[src/rtl/gpio5_pkg.sv]
// Package: shared constants and encodings for the five-pin I/O port.
// Assumes: nothing; pure declarations.
package gpio5_pkg;

    // Write operation encodings on wr_op
    typedef enum logic [1:0] {
        OP_BYTE = 2'd0,
        OP_SET  = 2'd1,
        OP_CLR  = 2'd2,
        OP_NONE = 2'd3
    } wr_op_e;

    // Analog configuration codes on ana_cfg
    localparam logic [1:0] ANA_ALL  = 2'b00;
    localparam logic [1:0] ANA_NONE = 2'b11;

    // Register select values on wr_sel
    localparam logic SEL_PORT = 1'b0;
    localparam logic SEL_DIR  = 1'b1;

endpackage

[src/rtl/gpio5_sync.sv]
// Module: gpio5_sync
// Multi-stage synchronizer for asynchronous pin levels.
// Assumes: each bit is treated on its own (no cross-bit coherence); the
// stages reset to 0 so the read path is defined right after reset.
module gpio5_sync #(
    parameter int W      = 5,
    parameter int STAGES = 2
) (
    input  logic         clk,
    input  logic         rst_n,
    input  logic [W-1:0] din,
    output logic [W-1:0] dout
);

    logic [W-1:0] stg_q [STAGES];

    // First stage captures the raw pin levels
    always_ff @(posedge clk) begin
        if (!rst_n) stg_q[0] <= '0;
        else        stg_q[0] <= din;
    end

    genvar s;
    generate
        for (s = 1; s < STAGES; s++) begin : g_stage
            // Each later stage re-registers the one before it
            always_ff @(posedge clk) begin
                if (!rst_n) stg_q[s] <= '0;
                else        stg_q[s] <= stg_q[s-1];
            end
        end
    endgenerate

    assign dout = stg_q[STAGES-1];

    // Count edges since reset so the latency check never looks before reset
    logic [1:0] age_q;
    always_ff @(posedge clk) begin
        if (!rst_n)              age_q <= 2'd0;
        else if (age_q != 2'd3)  age_q <= age_q + 2'd1;
    end

    generate
        if (STAGES == 2) begin : g_lat_chk

            sync_latency_chk: assert property (@(posedge clk) disable iff (!rst_n)
                (age_q >= 2'd2) |-> (dout == $past(din, 2)));
        end
    endgenerate

endmodule

[src/rtl/gpio5_ana_map.sv]
// Module: gpio5_ana_map
// Decodes the analog configuration code into a per-pin analog mask.
// Assumes: NANA is even. The lower half of the analog-capable pins is analog
// for every code except "none"; the upper half is analog only for "all".
module gpio5_ana_map
    import gpio5_pkg::*;
#(
    parameter int NANA = 4
) (
    input  logic [1:0]      ana_cfg,
    output logic [NANA-1:0] ana_mask
);

    localparam int HALF = NANA / 2;

    genvar i;
    generate
        for (i = 0; i < NANA; i++) begin : g_bit
            if (i < HALF) begin : g_lo
                // Lower half: analog unless everything is digital
                assign ana_mask[i] = (ana_cfg != ANA_NONE);
            end else begin : g_hi
                // Upper half: analog only when everything is analog
                assign ana_mask[i] = (ana_cfg == ANA_ALL);
            end
        end
    endgenerate

endmodule

[src/rtl/gpio5_regs.sv]
// Module: gpio5_regs
// Holds the output latch and the direction register, and applies byte,
// bit-set and bit-clear writes. A bit write modifies the target's read value:
// pin view for the port, the register itself for direction.
// Assumes: pin_view is the already-masked port read value.
module gpio5_regs
    import gpio5_pkg::*;
#(
    parameter int NPIN = 5,
    parameter int DW   = 8,
    localparam int BW  = $clog2(DW)
) (
    input  logic            clk,
    input  logic            rst_n,
    input  logic            wr_en,
    input  logic            wr_sel,
    input  logic [1:0]      wr_op,
    input  logic [BW-1:0]   wr_bit,
    input  logic [DW-1:0]   wr_data,
    input  logic [NPIN-1:0] pin_view,
    output logic [NPIN-1:0] lat_q,
    output logic [NPIN-1:0] dir_q
);

    logic [DW-1:0] base_v;
    logic [DW-1:0] mod_v;
    logic          commit;

    // Build the read value of the target and apply the requested change
    always_comb begin
        base_v = '0;
        if (wr_sel == SEL_DIR) base_v[NPIN-1:0] = dir_q;
        else                   base_v[NPIN-1:0] = pin_view;
        mod_v = base_v;
        case (wr_op_e'(wr_op))
            OP_BYTE: mod_v = wr_data;
            OP_SET:  mod_v[wr_bit] = 1'b1;
            OP_CLR:  mod_v[wr_bit] = 1'b0;
            default: mod_v = base_v;
        endcase
    end

    assign commit = wr_en && (wr_op_e'(wr_op) != OP_NONE);

    // Store the modified value into the selected register
    always_ff @(posedge clk) begin
        if (!rst_n) begin
            lat_q <= '0;
            dir_q <= '1;
        end else if (commit) begin
            if (wr_sel == SEL_DIR) dir_q <= mod_v[NPIN-1:0];
            else                   lat_q <= mod_v[NPIN-1:0];
        end
    end


    reset_state_chk: assert property (@(posedge clk) disable iff (!rst_n)
        $rose(rst_n) |-> (dir_q == {NPIN{1'b1}}) && (lat_q == '0));


    port_byte_dir_hold_chk: assert property (@(posedge clk) disable iff (!rst_n)
        (wr_en && wr_sel == SEL_PORT && wr_op == 2'd0)
        |=> (dir_q == $past(dir_q)) && (lat_q == $past(wr_data[NPIN-1:0])));


    port_set_bit_chk: assert property (@(posedge clk) disable iff (!rst_n)
        (wr_en && wr_sel == SEL_PORT && wr_op == 2'd1 && wr_bit < BW'(NPIN))
        |=> lat_q[$past(wr_bit)]);


    port_clr_bit_chk: assert property (@(posedge clk) disable iff (!rst_n)
        (wr_en && wr_sel == SEL_PORT && wr_op == 2'd2 && wr_bit < BW'(NPIN))
        |=> !lat_q[$past(wr_bit)]);


    noop_hold_chk: assert property (@(posedge clk) disable iff (!rst_n)
        (wr_en && wr_op == 2'd3) |=> $stable(lat_q) && $stable(dir_q));

endmodule

[src/rtl/gpio5_drv.sv]
// Module: gpio5_drv
// Per-pin output driver control. Push-pull pins drive the latch value when
// their direction bit is 0. The open-drain pin only ever drives low.
// Assumes: direction bit 1 means high-impedance.
module gpio5_drv #(
    parameter int NPIN   = 5,
    parameter int OD_IDX = 4
) (
    input  logic [NPIN-1:0] lat_q,
    input  logic [NPIN-1:0] dir_q,
    output logic [NPIN-1:0] pin_oe,
    output logic [NPIN-1:0] pin_out
);

    genvar i;
    generate
        for (i = 0; i < NPIN; i++) begin : g_pin
            if (i == OD_IDX) begin : g_od
                // Open drain: enable only to pull low
                assign pin_oe[i]  = ~dir_q[i] & ~lat_q[i];
                assign pin_out[i] = 1'b0;
            end else begin : g_pp
                // Push-pull: enable follows direction, value follows latch
                assign pin_oe[i]  = ~dir_q[i];
                assign pin_out[i] = lat_q[i];
            end
        end
    endgenerate

endmodule

[src/rtl/gpio5_port.sv]
// Module: gpio5_port (top)
// Five-pin I/O port: output latch, direction register, synchronized read
// path with analog masking, open-drain top pin and a timer clock tap.
// Assumes: pins above NANA-1 have no analog function; the open-drain pin
// is the highest one.
module gpio5_port
    import gpio5_pkg::*;
#(
    parameter int NPIN   = 5,
    parameter int NANA   = 4,
    parameter int DW     = 8,
    parameter int STAGES = 2,
    localparam int BW    = $clog2(DW),
    localparam int OD    = NPIN - 1
) (
    input  logic            clk,
    input  logic            rst_n,
    input  logic            wr_en,
    input  logic            wr_sel,
    input  logic [1:0]      wr_op,
    input  logic [BW-1:0]   wr_bit,
    input  logic [DW-1:0]   wr_data,
    input  logic [1:0]      ana_cfg,
    input  logic [NPIN-1:0] pin_in,
    output logic [DW-1:0]   port_rd,
    output logic [DW-1:0]   dir_rd,
    output logic [NPIN-1:0] pin_oe,
    output logic [NPIN-1:0] pin_out,
    output logic            tmr_clk
);

    logic [NPIN-1:0] pin_sync;
    logic [NANA-1:0] ana_mask;
    logic [NPIN-1:0] mask_full;
    logic [NPIN-1:0] pin_view;
    logic [NPIN-1:0] lat_q;
    logic [NPIN-1:0] dir_q;

    gpio5_sync #(.W(NPIN), .STAGES(STAGES)) u_sync (
        .clk   (clk),
        .rst_n (rst_n),
        .din   (pin_in),
        .dout  (pin_sync)
    );

    gpio5_ana_map #(.NANA(NANA)) u_ana (
        .ana_cfg  (ana_cfg),
        .ana_mask (ana_mask)
    );

    // Extend the analog mask over pins that cannot be analog
    always_comb begin
        mask_full = '0;
        mask_full[NANA-1:0] = ana_mask;
    end

    assign pin_view = pin_sync & ~mask_full;

    gpio5_regs #(.NPIN(NPIN), .DW(DW)) u_regs (
        .clk      (clk),
        .rst_n    (rst_n),
        .wr_en    (wr_en),
        .wr_sel   (wr_sel),
        .wr_op    (wr_op),
        .wr_bit   (wr_bit),
        .wr_data  (wr_data),
        .pin_view (pin_view),
        .lat_q    (lat_q),
        .dir_q    (dir_q)
    );

    gpio5_drv #(.NPIN(NPIN), .OD_IDX(OD)) u_drv (
        .lat_q   (lat_q),
        .dir_q   (dir_q),
        .pin_oe  (pin_oe),
        .pin_out (pin_out)
    );

    // Zero-extend the read values; unimplemented bits read 0
    always_comb begin
        port_rd = '0;
        dir_rd  = '0;
        port_rd[NPIN-1:0] = pin_view;
        dir_rd[NPIN-1:0]  = dir_q;
    end

    assign tmr_clk = pin_sync[OD];


    all_analog_reads_zero_chk: assert property (@(posedge clk) disable iff (!rst_n)
        (ana_cfg == 2'b00) |-> (port_rd[NANA-1:0] == '0));


    low_pair_analog_chk: assert property (@(posedge clk) disable iff (!rst_n)
        (ana_cfg != 2'b11) |-> (port_rd[1:0] == 2'b00));


    od_enable_chk: assert property (@(posedge clk) disable iff (!rst_n)
        pin_oe[OD] |-> (!lat_q[OD] && !dir_rd[OD] && !pin_out[OD]));

endmodule

[config.mk]
export PLATFORM = sky130hd
export DESIGN_NAME = gpio5_port
export DESIGN_NICKNAME = d
export VERILOG_FILES = /design/src/rtl/gpio5_pkg.sv /design/src/rtl/gpio5_sync.sv /design/src/rtl/gpio5_ana_map.sv /design/src/rtl/gpio5_regs.sv /design/src/rtl/gpio5_drv.sv /design/src/rtl/gpio5_port.sv
export SDC_FILE = /design/constraint.sdc
export NUM_CORES = 1
export LEC_CHECK = 0
export CAP_MARGIN = 20
export CORE_MARGIN = 2
export CORE_UTILIZATION = 36
export DETAILED_ROUTE_END_ITERATION = 12
export HOLD_SLACK_MARGIN = 0.03
export PLACE_DENSITY = 0.75
export SYNTH_ARGS = -nofsm -noshare
export SYNTH_HDL_FRONTEND = slang
export SYNTH_SLANG_ARGS = --single-unit
[constraint.sdc]
create_clock -name clk -period 1.5 [get_ports clk]
set_input_delay 0.45 -clock clk [delete_from_list [all_inputs] [get_ports clk]]
set_output_delay 0.45 -clock clk [all_outputs]
set_load 0.02 [all_outputs]
### After elaboration in Yosys (flattened, before gate mapping)

Memory sizes are Yosys's and may differ from the RTL's.
Index checks and enable logic that the tools add are counted.

| storage, ports and cells | value |
|---|---|
| ROM bits | 0 |
| word-level logic and storage cells | 38 |
| memories | 1 |
| latch bits | 0 |
| output and inout bits | 27 |
| bits in writable memories | 10 |
| register bits | 10 |
| input port bits | 24 |

| operators by class | value |
|---|---|
| shift-type cells | 0 |
| mux-type cells | 8 |
| multipliers | 0 |
| bitwise operators | 15 |
| div/mod/pow operators | 0 |
| $lt $le $gt $ge | 2 |
| reductions and logical operators | 6 |
| $add $sub $neg | 0 |
| equal/unequal tests | 4 |

Memory list:

| memory | words | bits a word | read ports | clocked after Yosys merged registers in | write ports | RTL line | text |
|---|---|---|---|---|---|---|---|
| u_sync.stg_q | 2 | 5 | 2 | 0 | 2 | gpio5_sync.sv:15 | `logic [W-1:0] stg_q [STAGES];` |

Operator list:

| operator | count |
|---|---|
| 5-bit 2-to-1 mux | 3 |
| 5-bit one-hot mux with 3 select lines | 1 |
| 5-bit AND | 2 |
| 1-bit inverter | 7 |
| 4-bit inverter with 5-bit output | 1 |
| 5-bit inverter | 1 |
| 5-bit OR | 1 |
| 2-bit zero test | 2 |
| 3-bit by 4-bit < comparator with 1-bit output (second input constant) | 1 |
| 2-bit != test (second input constant) | 2 |
| 2-bit AND reduction | 2 |
| 1-bit demux with 3-bit select | 1 |
| 3-bit by 1-bit >= comparator with 1-bit output (second input constant) | 1 |
| 1-bit 2-to-1 mux | 3 |
| 2-bit by 1-bit equality test with 1-bit output (second input constant) | 1 |
| 2-bit equality test (second input constant) | 1 |
| 1-bit logical AND | 2 |
| 1-bit OR | 2 |
| 1-bit AND | 1 |

### Depth between registers and ports, before layout

| logic depth | value |
|---|---|
| depth in word-level cells | 7 |
| depth in mapped cells | 6 |
| depth with buffers taken out | 4 |

### Cells and area by module

A second synthesis with hierarchy kept.

| second synthesis, totals | value |
|---|---|
| cell total of the unflattened synthesis | 111 |
| area, all modules | 1,039.7 um2 |

Modules (own cells, without submodules):

| module | cells an instance | sequential area each (um2) | instances | area each (um2) |
|---|---|---|---|---|
| gpio5_regs | 64 | 200.2 | 1 | 583.1 |
| gpio5_sync | 20 | 200.2 | 1 | 262.8 |
| gpio5_port | 12 | 0.0 | 1 | 111.4 |
| gpio5_drv | 11 | 0.0 | 1 | 60.1 |
| gpio5_ana_map | 4 | 0.0 | 1 | 22.5 |

### Worst setup path before layout

No wires, ideal clock.

| path | value |
|---|---|
| kind | input to register |
| start point | in ana_cfg[0] |
| end point | reg u_regs.dir_q[0] |
| required time | 1.363 ns |
| setup time | 0.137 ns |
| path buffers | 0 |
| arrival | 1.370 ns |
| slack | -0.007 ns |
| stages | 4 |
| cell sequence | and3_1 mux2_2 o32ai_1 o211ai_1 |

| on the way | value |
|---|---|
| word-level cells in the longest chain between the ends | 6 |
| elaborated cells between the ends (all ways) | 7 |
| classes of those cells | eq/ne (1); mux (2); bitwise (4) |

Ends and longest elaborated chain:

| item | RTL line | text |
|---|---|---|
| start, declared | gpio5_port.sv:23 | `input logic [1:0] ana_cfg,` |
| 2-bit != test * | gpio5_ana_map.sv:21 | `assign ana_mask[i] = (ana_cfg != ANA_NONE);` |
| 4-bit inverter with 5-bit output * | gpio5_port.sv:57 | `assign pin_view = pin_sync & ~mask_full;` |
| 5-bit AND * | gpio5_port.sv:57 |  |
| 5-bit 2-to-1 mux * | gpio5_regs.sv:32 | `if (wr_sel == SEL_DIR) base_v[NPIN-1:0] = dir_q;` |
| 5-bit AND (no line) / 5-bit OR (equally long branches) | - |  |
| 5-bit one-hot mux with 3 select lines * | gpio5_regs.sv:35 | `case (wr_op_e'(wr_op))` |
| end signal, assigned | gpio5_regs.sv:51 | `if (wr_sel == SEL_DIR) dir_q <= mod_v[NPIN-1:0];` |
| end, declared | gpio5_regs.sv:22 | `output logic [NPIN-1:0] dir_q` |

Every way passes the cells marked *; elsewhere a longest branch is shown, timed or not.
A chain may end at the register's enable or synchronous reset.

### Final worst setup path

| path | value |
|---|---|
| start point | in ana_cfg[0] |
| end point | out port_rd[0] |

| on the way | value |
|---|---|
| word-level cells in the longest chain between the ends | 3 |

Ends and longest elaborated chain:

| item | RTL line | text |
|---|---|---|
| 2-bit != test | gpio5_ana_map.sv:21 |  |
| 4-bit inverter with 5-bit output | gpio5_port.sv:57 |  |
| 5-bit AND | gpio5_port.sv:57 |  |
| end, declared | gpio5_port.sv:25 | `output logic [DW-1:0] port_rd,` |

No other way between the ends.

==> metrics.md <==
| Metric | Value |
|---|---|
| Crit path max fanout | `3` |
| #FFs+latches synth | `20` |
| Seq/Total Area, Yosys | `approximately two fifths` |
| Number of global-route vias before repair | `906` |
| Core area | `roughly 2700 sq um` |
| 1st-pass router iterations | `4` |
| CP bufs+invs | `2` |
| CTS max path bufs | `2` |
| Placed instance area | `approximately 1500 sq um` |
| Multi-input logic area | `498 sq um` |
| Synth area leaders | `dfxtp_1, buf_4, and2_1` |
| Met2 wire length | `between 1000 and 1500 microns` |
| Final global-route overflow total | `0` |
| Mapped Area | `1000 sq um` |
| Main flop type after synthesis | `dfxtp_1` |
| RSZ-0062 raised after global routing | `false` |
| PnR Total Power | `1.09 mW` |
| Post-CTS Hold Buffers | `0` |
| Antenna Nets Post-Route | `0` |
| Lkg Pwr | `just over 0.7 nW` |
| Power Density | `about 740 nW/um^2` |
| GR Util All Layers | `roughly 16%` |
| Via/cell ratio | `approximately 4.7` |
| CTS tree | `yes` |
| First-pass GRT wire length | `4020 microns` |
| Status | `complete, no violations` |
| R2R depth | `4` |
| Worst hold path stage count | `1` |
| Clk slew on worst S/H paths | `roughly 0.090 ns` |
| Critical setup path kind | `input port to primary output` |
| Post-Route M1 WL | `1060 microns` |
| Post-Route WL | `2340 microns` |
| Filler cell count | `265` |
| Share of cells above drive strength 1 | `a little under a quarter` |
| Maxcap violations | `0` |
| Area growth from synthesis to layout | `46.9%` |
| Dpl hpwl | `between 1500 and 2000 microns` |
| Post-synth top area cell | `dfxtp_1` |
| Critical Path End Type | `primary output` |
| VDD IR max | `768 uV` |
| WL met3 | `about 130 microns` |
| Max Used Layer | `met4` |
| CP required | `1.05 ns` |
| Cell variety after synth | `34` |
| Ant. Diodes | `0` |
| Buffers on Ports | `40` |
| CP arrival | `1.00 ns` |
| Final Cycle Share | `a little over nine tenths` |
| Largest net degree at the start of global routing | `13` |
| Worst hold path type | `flip-flop to flip-flop` |
| Initial antenna violation count | `0` |
| Nets | `approximately 190` |
| Finished Cell Area | `1470 sq um` |
| Vias | `a little over 900` |
| Clock sink count | `20` |
| Average cell area after synthesis | `8.48 sq um` |
| Post-synth top area share | `40.0%` |
| Worst skew pair latency | `roughly 0.28 ns` |
| Synthesized instance count | `about 120` |
| # DRC | `0` |
| Yosys warning total | `0` |
| Type of origin of the critical path | `input port` |
| Max H-tree Level | `1` |
| DRT iter0 DRCs | `32` |
| Clock buffer count from CTS | `3` |
| CP max stage delay | `around 0.20 ns` |
| Drt wl/cell | `around 12 microns` |
| Fin crit period | `approximately 1.5 ns` |
| Levels on crit path | `3` |
| Final Skew | `0.00221 ns` |
| Reg area | `a little over 400 sq um` |
| Max Fclk | `a little under 700 MHz` |
| Die height | `between 50 and 60 microns` |
| Slew Limit Fails | `0` |
| Final setup fails | `0` |
| Number of synthesized flops with an enable pin | `0` |
| Endpoints failing hold | `0` |
| Initial Utilization | `37.3%` |
| Fraction of registers with async set/reset | `0%` |
| CTS root buf | `clkbuf_4` |
| Io pins | `51` |
| Row count | `19` |
| Die area | `3220 sq um` |
| Family with the most delay on the worst path | `buffers and inverters` |
| CP cell instances | `clkdlybuf4s15_1 -> and3_1 -> buf_2` |
| Critical-path top delay cell | `and3_1` |
| Final GP Congestion | `slightly below 0.8` |
| Die Wd | `roughly 57 microns` |
[metal layers]
metal | global-route usage [%] | vias to the layer above
li1 | - | 486
met1 | 20.5 | 403
met2 | 25.7 | 30
met3 | 2.53 | 4
met4 | 4.98 | 0
met5 | 0 | -
[flip-flops by register name, indices dropped and copies added (netlist names)]
register,cells
u_sync.stg_q,10
u_regs.dir_q,5
u_regs.lat_q,5
[final timing paths]
| check | from | end | slack (ns) |
|---|---|---|---|
| max | ana_cfg[0] | port_rd[0] | 0.05 |
| min reg2reg | u_sync.stg_q[0][3] | u_sync.stg_q[1][3] | 0.44 |
| min | u_sync.stg_q[0][3] | u_sync.stg_q[1][3] | 0.44 |
| max reg2reg | u_regs.dir_q[0] | u_regs.dir_q[0] | 0.21 |
[per-stage QoR]
| step | hold slack (ns) | std cells | setup TNS, ns | worst slack [ns] | utilization, % |
|---|---|---|---|---|---|
| final | 0.438 | 196 | 0 | 0.0465 | 54.7 |
| after global routing | 0.464 | 196 | 0 | 0.000537 | 54.7 |
| after floorplan | 0.406 | 124 | 0 | 0.0313 | - |
| after CTS | 0.444 | 196 | 0 | 0.00155 | 54.8 |
| after detailed placement | 0.421 | 192 | -7.17 | -0.687 | 54.3 |
| after global placement | 0.409 | 192 | -6.72 | -0.657 | 54.3 |
[Yosys cell counts, types with 2 or more instances]
| library cell | n |
|---|---|
| dfxtp_1 | 20 |
| buf_2 | 3 |
| and3_1 | 2 |
| nor2_1 | 10 |
| o211ai_1 | 5 |
| clkbuf_1 | 2 |
| nor2b_1 | 3 |
| a221o_1 | 2 |
| and2_1 | 10 |
| inv_1 | 6 |
| o22ai_1 | 7 |
| nand2_1 | 10 |
| nor3b_1 | 3 |
| a31oi_1 | 3 |
| buf_4 | 13 |
[cell type report]
type	count	area share, %
timing repair buffer	57	32.9
sequential	20	27.6
inverter	6	1.53
tap	31	2.64
multi-input combinational	79	33.9
clock buffer	3	1.53
[cell usage in the layout, fill, tap and decap left out, types with 4 or more instances in the layout]
cell	count
buf_4	18
nor2_1	9
dfxtp_2	4
dfxtp_1	16
nand2_1	10
o211ai_1	5
dlygate4sd2_1	17
conb_1	7
and2_1	10
o22ai_1	5
inv_1	6
clkdlybuf4s50_1	12
[logic make-up (layout without fill, tap and decap cells)]
group / after synthesis / after routing / synth area share (%)
simple gates: 45 / 45 / 24.1
compound gates: 25 / 25 / 18.0
buf+inv: 25 / 66 / 15.4
flops: 20 / 20 / 40.0
mux: 2 / 2 / 2.12
other cells: 1 / 7 / 0.375
[report_power, final]
group          total [mW]  switching [mW]  internal (mW)
sequential          0.574          0.0148          0.559
combinational       0.289           0.148          0.141
clock               0.230           0.137         0.0932
[timing repair]
action | 4_1_cts | 5_1_grt
gates resized for setup | 49 | 13
endpoints found under the setup margin | 30 | 21
endpoints found under the hold margin | 0 | 0
pin swaps | 2 | 1
setup buffers | 1 | 0
Power figures use the tool's default switching activity.
